## src/rtl/modrm_pkg.sv

```systemverilog
package modrm_pkg;
  localparam int unsigned CODE_W = 3;
  localparam int unsigned MODE_W = 2;

  typedef enum logic [1:0] {
    PART_NONE = 2'b00,
    PART_LO   = 2'b01,
    PART_HI   = 2'b10,
    PART_WORD = 2'b11
  } reg_part_e;

  typedef struct packed {
    logic [CODE_W-1:0] idx;
    reg_part_e         part;
  } reg_sel_t;

  localparam logic [MODE_W-1:0] MODE_NODISP = 2'b00;
  localparam logic [MODE_W-1:0] MODE_DISP8  = 2'b01;
  localparam logic [MODE_W-1:0] MODE_DISP16 = 2'b10;
  localparam logic [MODE_W-1:0] MODE_REG    = 2'b11;
  localparam logic [CODE_W-1:0] RM_DIRECT   = 3'b110;
endpackage

```

## src/rtl/modrm_field_split.sv

```systemverilog
module modrm_field_split
  import modrm_pkg::*;
#(
  parameter int unsigned BYTE_W = 8
) (
  input  logic [BYTE_W-1:0]        opc_i,
  input  logic [BYTE_W-1:0]        modrm_i,
  output logic [BYTE_W-3:0]        opcode_o,
  output logic                     dir_o,
  output logic                     wide_o,
  output logic [MODE_W-1:0]        mode_o,
  output logic [CODE_W-1:0]        reg_code_o,
  output logic [CODE_W-1:0]        rm_code_o,
  output logic                     is_mem_o,
  output logic                     is_direct_o,
  output logic [1:0]               disp_len_o
);
  assign opcode_o   = opc_i[BYTE_W-1:2];
  assign dir_o      = opc_i[1];
  assign wide_o     = opc_i[0];
  assign mode_o     = modrm_i[BYTE_W-1 -: MODE_W];
  assign reg_code_o = modrm_i[2*CODE_W-1 -: CODE_W];
  assign rm_code_o  = modrm_i[CODE_W-1:0];

  assign is_mem_o    = (mode_o != MODE_REG);
  assign is_direct_o = (mode_o == MODE_NODISP) && (rm_code_o == RM_DIRECT);

  always_comb begin
    unique case (mode_o)
      MODE_DISP8:  disp_len_o = 2'd1;
      MODE_DISP16: disp_len_o = 2'd2;
      MODE_NODISP: disp_len_o = is_direct_o ? 2'd2 : 2'd0;
      default:     disp_len_o = 2'd0;
    endcase
  end
endmodule

```

## src/rtl/modrm_reg_map.sv

```systemverilog
module modrm_reg_map
  import modrm_pkg::*;
(
  input  logic [CODE_W-1:0] code_i,
  input  logic              wide_i,
  input  logic              en_i,
  output reg_sel_t          sel_o
);
  localparam int unsigned HALF_BIT = CODE_W - 1;

  always_comb begin
    sel_o = '{idx: '0, part: PART_NONE};
    if (en_i) begin
      if (wide_i) begin
        sel_o.idx  = code_i;
        sel_o.part = PART_WORD;
      end else begin
        // upper code half names the high byte of the lower four registers
        sel_o.idx  = {1'b0, code_i[HALF_BIT-1:0]};
        sel_o.part = code_i[HALF_BIT] ? PART_HI : PART_LO;
      end
    end
  end
endmodule

```

## src/rtl/modrm_ea_calc.sv

```systemverilog
module modrm_ea_calc
  import modrm_pkg::*;
#(
  parameter int unsigned BYTE_W = 8,
  localparam int unsigned ADDR_W = 2 * BYTE_W
) (
  input  logic [MODE_W-1:0] mode_i,
  input  logic [CODE_W-1:0] rm_code_i,
  input  logic              is_mem_i,
  input  logic              is_direct_i,
  input  logic [BYTE_W-1:0] disp_lo_i,
  input  logic [BYTE_W-1:0] disp_hi_i,
  input  logic [ADDR_W-1:0] bx_i,
  input  logic [ADDR_W-1:0] bp_i,
  input  logic [ADDR_W-1:0] si_i,
  input  logic [ADDR_W-1:0] di_i,
  output logic [ADDR_W-1:0] ea_o
);
  logic [ADDR_W-1:0] base_v, index_v, disp_v;
  logic [ADDR_W-1:0] disp_sext, disp_full;

  assign disp_sext = {{(ADDR_W-BYTE_W){disp_lo_i[BYTE_W-1]}}, disp_lo_i};
  assign disp_full = {disp_hi_i, disp_lo_i};

  always_comb begin
    base_v  = '0;
    index_v = '0;
    unique case (rm_code_i)
      3'd0: begin base_v = bx_i; index_v = si_i; end
      3'd1: begin base_v = bx_i; index_v = di_i; end
      3'd2: begin base_v = bp_i; index_v = si_i; end
      3'd3: begin base_v = bp_i; index_v = di_i; end
      3'd4: index_v = si_i;
      3'd5: index_v = di_i;
      3'd6: base_v  = is_direct_i ? '0 : bp_i;
      default: base_v = bx_i;
    endcase
  end

  always_comb begin
    unique case (mode_i)
      MODE_DISP8:  disp_v = disp_sext;
      MODE_DISP16: disp_v = disp_full;
      MODE_NODISP: disp_v = is_direct_i ? disp_full : '0;
      default:     disp_v = '0;
    endcase
  end

  // modulo 2^ADDR_W by truncation
  assign ea_o = is_mem_i ? (base_v + index_v + disp_v) : '0;
endmodule

```

## src/rtl/modrm_decoder.sv

```systemverilog
module modrm_decoder
  import modrm_pkg::*;
#(
  parameter int unsigned BYTE_W = 8,
  localparam int unsigned ADDR_W = 2 * BYTE_W
) (
  input  logic              clk_i,
  input  logic              rst_ni,
  input  logic              valid_i,
  input  logic [BYTE_W-1:0] opc_i,
  input  logic [BYTE_W-1:0] modrm_i,
  input  logic [BYTE_W-1:0] disp_lo_i,
  input  logic [BYTE_W-1:0] disp_hi_i,
  input  logic [ADDR_W-1:0] bx_i,
  input  logic [ADDR_W-1:0] bp_i,
  input  logic [ADDR_W-1:0] si_i,
  input  logic [ADDR_W-1:0] di_i,
  output logic              valid_o,
  output logic [BYTE_W-3:0] opcode_o,
  output logic              reg_is_dst_o,
  output logic [CODE_W-1:0] reg_idx_o,
  output logic [1:0]        reg_part_o,
  output logic              rm_is_mem_o,
  output logic [CODE_W-1:0] rm_idx_o,
  output logic [1:0]        rm_part_o,
  output logic [1:0]        disp_len_o,
  output logic [ADDR_W-1:0] ea_o
);
  logic [BYTE_W-3:0] opcode_c;
  logic              dir_c, wide_c, is_mem_c, is_direct_c;
  logic [MODE_W-1:0] mode_c;
  logic [CODE_W-1:0] reg_code_c, rm_code_c;
  logic [1:0]        disp_len_c;
  logic [ADDR_W-1:0] ea_c;
  reg_sel_t          reg_sel_c, rm_sel_c;

  modrm_field_split #(.BYTE_W(BYTE_W)) u_split (
    .opc_i       (opc_i),
    .modrm_i     (modrm_i),
    .opcode_o    (opcode_c),
    .dir_o       (dir_c),
    .wide_o      (wide_c),
    .mode_o      (mode_c),
    .reg_code_o  (reg_code_c),
    .rm_code_o   (rm_code_c),
    .is_mem_o    (is_mem_c),
    .is_direct_o (is_direct_c),
    .disp_len_o  (disp_len_c)
  );

  modrm_reg_map u_reg_map (
    .code_i (reg_code_c),
    .wide_i (wide_c),
    .en_i   (1'b1),
    .sel_o  (reg_sel_c)
  );

  modrm_reg_map u_rm_map (
    .code_i (rm_code_c),
    .wide_i (wide_c),
    .en_i   (!is_mem_c),
    .sel_o  (rm_sel_c)
  );

  modrm_ea_calc #(.BYTE_W(BYTE_W)) u_ea (
    .mode_i      (mode_c),
    .rm_code_i   (rm_code_c),
    .is_mem_i    (is_mem_c),
    .is_direct_i (is_direct_c),
    .disp_lo_i   (disp_lo_i),
    .disp_hi_i   (disp_hi_i),
    .bx_i        (bx_i),
    .bp_i        (bp_i),
    .si_i        (si_i),
    .di_i        (di_i),
    .ea_o        (ea_c)
  );

  always_ff @(posedge clk_i or negedge rst_ni) begin
    if (!rst_ni) begin
      valid_o <= 1'b0;
    end else begin
      valid_o <= valid_i;
    end
  end

  always_ff @(posedge clk_i or negedge rst_ni) begin
    if (!rst_ni) begin
      opcode_o     <= '0;
      reg_is_dst_o <= 1'b0;
      reg_idx_o    <= '0;
      reg_part_o   <= '0;
      rm_is_mem_o  <= 1'b0;
      rm_idx_o     <= '0;
      rm_part_o    <= '0;
      disp_len_o   <= '0;
      ea_o         <= '0;
    end else if (valid_i) begin
      opcode_o     <= opcode_c;
      reg_is_dst_o <= dir_c;
      reg_idx_o    <= reg_sel_c.idx;
      reg_part_o   <= reg_sel_c.part;
      rm_is_mem_o  <= is_mem_c;
      rm_idx_o     <= rm_sel_c.idx;
      rm_part_o    <= rm_sel_c.part;
      disp_len_o   <= disp_len_c;
      ea_o         <= ea_c;
    end
  end

  a_r2_valid_rise: assert property (@(posedge clk_i) disable iff (!rst_ni)
    valid_i |=> valid_o);
  a_r2_valid_idle: assert property (@(posedge clk_i) disable iff (!rst_ni)
    !valid_i |=> !valid_o);
  a_r2_hold: assert property (@(posedge clk_i) disable iff (!rst_ni)
    !valid_i |=> ($stable(ea_o) && $stable(reg_idx_o) && $stable(rm_part_o)
                  && $stable(disp_len_o)));
  a_r4_dir: assert property (@(posedge clk_i) disable iff (!rst_ni)
    valid_i |=> (reg_is_dst_o == $past(opc_i[1])));
  a_r5_word_part: assert property (@(posedge clk_i) disable iff (!rst_ni)
    (valid_i && opc_i[0]) |=> (reg_part_o == 2'b11));
  a_r7_reg_form: assert property (@(posedge clk_i) disable iff (!rst_ni)
    (valid_o && !rm_is_mem_o) |-> (ea_o == '0 && disp_len_o == 2'd0 && rm_part_o != 2'b00));
  a_r8_mem_form: assert property (@(posedge clk_i) disable iff (!rst_ni)
    (valid_o && rm_is_mem_o) |-> (rm_part_o == 2'b00 && rm_idx_o == '0));
  a_r9_disp8_len: assert property (@(posedge clk_i) disable iff (!rst_ni)
    (valid_i && modrm_i[7:6] == 2'b01) |=> (disp_len_o == 2'd1));
endmodule

```

## config.mk

```make
export PLATFORM = sky130hd
export DESIGN_NAME = modrm_decoder
export DESIGN_NICKNAME = d
export VERILOG_FILES = /design/src/rtl/modrm_pkg.sv /design/src/rtl/modrm_field_split.sv /design/src/rtl/modrm_reg_map.sv /design/src/rtl/modrm_ea_calc.sv /design/src/rtl/modrm_decoder.sv
export SDC_FILE = /design/constraint.sdc
export NUM_CORES = 1
export LEC_CHECK = 0
export CAP_MARGIN = 25
export CORE_MARGIN = 2
export CORE_UTILIZATION = 46
export CTS_CLUSTER_SIZE = 10
export DETAILED_ROUTE_END_ITERATION = 7
export PLACE_DENSITY = 0.87
export SKIP_CTS_REPAIR_TIMING = 1
export SYNTH_ARGS = -nofsm -noshare
export SYNTH_HDL_FRONTEND = slang
export SYNTH_SLANG_ARGS = --single-unit
```

## constraint.sdc

```tcl
create_clock -name clk_i -period 1.5 [get_ports clk_i]
set_input_delay 0.3 -clock clk_i [delete_from_list [all_inputs] [get_ports clk_i]]
set_output_delay 0.3 -clock clk_i [all_outputs]
set_load 0.02 [all_outputs]
```

==> metrics <==
vias per inst 5.62; IO Pins between 100 and 150; Remaining DRCs 0; ys flop type dfrtp_1; failing checks negative setup slack; synthesized area 3050 µm²; area share of the largest cell type after synthesis between 30% and 40%; GR Util All Layers 25.6%; WP buf/inv 2; largest net degree at the start of global routing 38; RSZ-0062 raised after global routing yes; R2R Path End reg_part_o[0]; min Tclk post-route 3.20 ns; Final Max Slew Viols 0; Gate power share 60.3%; Die ar. 7290 µm²; dpl ws -2.29 ns; clock tree sinks 37; Area contributors post-synth dfrtp_1 30%, fa_1 11%, mux2_2 10%; share of layout cells above drive strength 1 a little over a quarter; switching part of the total power a little under 40%; Std-Cell Rows 29; pin slew with the least headroom to its limit 0.478 ns; initial antenna violation count 0; clock-pin slew on the worst setup and hold paths 0.08 ns; Buffers on Ports 135; final core occ 82.1%; Syn Nets 460; Nets 641; WL final between 10,000 and 15,000 µm; delay-heaviest family, CP compound AO/OA/AOI/OAI gates; PnR worst setup slack -1.70 ns; reg2reg start reg_part_o[0]; Mapped Cells 331; Synth cell types between 50 and 60; Setup Crit Path Kind in2reg; remaining antenna violation count 0; antenna cells 0; Core Area 6390 µm²; slowest CP cell fa_1; CP max FO 4; Die Ht approximately 85 µm; Final Hold Vio Count 0; critical-path cell list dlymetal6s2s_1 > nand3b_1 > a21oi_4 > or2_4 > nand2_4 > fa_1 > inv_2 > ha_4 > fa_2 > a211o_1 > a21oi_2 > o21ai_2 > o21a_1 > xnor2_2 > o22ai_2; Congestion Overflow GR 0; leading area contributor after synthesis dfrtp_1; sequential power share 26.0%; worst min-delay path class in2async; flop2flop setup slack a little over 0.6 ns; Max Cap Viol 0; vias in the first global route approximately 3,500; Post-synth ARST share 100%; final worst-path cycle share 213%; post-synthesis sequential area ratio 30.4%; P_sw 1.99 mW; worst path arrival time 3.37 ns; first-pass GRT wire length 15,000 µm; die span in x 85.4 µm; DRT iter0 DRCs around 160; max incr delay on CP 0.55 ns; warnings from Yosys 0; Leakage Power 2.80 nW; Root Driver clkbuf_8; Max Freq 313 MHz; Clk pwr share 13.7%; Pwr Density between 900 and 1000 nW/µm²; Max VDD drop 0.812 mV; detailed placer's ending HPWL 7390 µm; endpoint class of the critical path flop; DR WL/cell 19.4 µm; Initial Utilization a little under half; worst hold slack 0.0358 ns; H-tree depth 2; Critical Path RT 1.67 ns; Internal 3.03 mW; Via Count 3,317; flops & latches, synth 37; startpoint types primary input; CTS tree yes; TritonRoute pass-1 iters 4; Final Wtd Congestion 0.832; Post-synth EDFFs 0; relative slew slack 68.1%; Syn-to-layout area delta 72.1%; run status finished with violations; r2r worst-path depth 2; Num CTS Buffers 5; skew final 0 ns; clock latency on the worst-skew pair between 0.2 and 0.3 ns; endpoints failing setup 16; Avg Inst Size Synth slightly above 9 µm²; CTS max path bufs 2
==> placed cells by master (no fill, tap or decap), types with 3 or more instances in the layout <==
| cell type | synthesis | routed |
|---|---|---|
| nand2_1 | 36 | 32 |
| ha_4 | 0 | 6 |
| xor2_1 | 3 | 3 |
| fa_1 | 16 | 15 |
| o21ai_0 | 10 | 5 |
| buf_4 | 1 | 48 |
| dlymetal6s2s_1 | 0 | 39 |
| a22oi_1 | 15 | 15 |
| xnor2_2 | 0 | 3 |
| a21oi_2 | 2 | 8 |
| buf_6 | 2 | 5 |
| nor2_1 | 16 | 14 |
| dfrtp_1 | 37 | 37 |
| nand2_2 | 0 | 3 |
| clkdlybuf4s50_1 | 0 | 91 |
| clkbuf_8 | 0 | 5 |
| o21a_1 | 6 | 6 |
| inv_2 | 0 | 4 |
| o21ai_1 | 1 | 4 |
| a21oi_1 | 22 | 14 |
| xnor2_1 | 6 | 3 |
| o22ai_1 | 10 | 10 |
| mux2_2 | 27 | 26 |
| inv_1 | 51 | 47 |
| o21ai_2 | 1 | 3 |
| ha_1 | 14 | 8 |
| nand2b_1 | 3 | 3 |
==> metrics by stage <==
stage                     TNS (ns)  instances  cell area (µm²)  power, mW
after floorplan             -22.21        331             3120       2.75
after global placement      -28.17        577             4850       3.91
after detailed placement    -29.38        577             4850       4.01
after CTS                   -26.06        585             4930       4.69
after global routing        -21.31        590             5240       5.31
final                       -19.63        590             5240       5.02
==> synth_stat cells, types with 2 or more instances <==
master	instances
a211o_1	2
o221ai_1	2
mux2_2	27
a21oi_2	2
dfrtp_1	37
o22ai_1	10
nand3b_1	2
a21oi_1	22
clkbuf_1	10
buf_6	2
mux2i_1	2
a22oi_1	15
o21ai_0	10
or4_1	2
ha_1	14
xnor2_1	6
o21a_1	6
nand2b_1	3
nor2_1	16
xor2_1	3
fa_1	16
nor2b_1	2
nand3_1	3
inv_1	51
a21o_1	2
nand2_1	36
==> worst max path at each step <==
stage          cells past startpoint       end  startpoint  slack, ns
2_1_floorplan                     16  ea_o[15]  modrm_i[0]      -1.84
3_3_place_gp                      14  ea_o[15]  modrm_i[6]      -2.13
3_5_place_dp                      14  ea_o[15]  modrm_i[6]      -2.29
4_1_cts                           14  ea_o[15]  modrm_i[6]      -1.97
5_1_grt                           15   ea_o[9]  modrm_i[2]      -1.80
6_report                          15  ea_o[15]  modrm_i[2]      -1.70
==> registers in the layout (all words and copies together) (netlist names) <==
name          count
rm_is_mem_o       1
disp_len_o        2
opcode_o          6
reg_is_dst_o      1
rm_idx_o          3
reg_part_o        2
ea_o             16
reg_idx_o         3
rm_part_o         2
valid_o           1
==> power by group through the flow <==
stage	clock network, mW	registers, mW	logic (mW)
final	0.687	1.31	3.03
after detailed placement	0	1.32	2.69
after floorplan	0	1.55	1.20
after global routing	0.734	1.32	3.25
after global placement	0	1.31	2.60
after CTS	0.675	1.30	2.71
==> area by class of cell <==
cell class	instances	area, µm²
multi-input combinational	228	2070
timing repair buffer	189	1870
fill	364	1150
sequential	37	926
inverter	51	191
tap	77	96.3
clock buffer	6	72.6
clock inverter	2	10.0
==> logic make-up (layout without fill, tap and decap cells) <==
kind of cell    count (synthesis)  after routing  synth area share (%)
compound gates                 89             89                  20.1
simple gates                   70             70                  10.4
buf+inv                        66            248                  8.79
flops                          37             37                  30.4
fa+ha+maj                      30             30                  16.3
mux                            29             29                  10.6
xor+xnor                       10             10                  3.33
==> metal layers <==
| layer | track usage (%) | up-vias | wire length (µm) |
|---|---|---|---|
| met5 | 0 | - | 0 |
| met4 | 6.06 | 0 | 493 |
| met3 | 4.77 | 47 | 740 |
| met2 | 50.4 | 159 | 6100 |
| met1 | 27.9 | 1612 | 4090 |
| li1 | - | 1499 | - |
No activity file was read; power rests on OpenSTA's default activity.
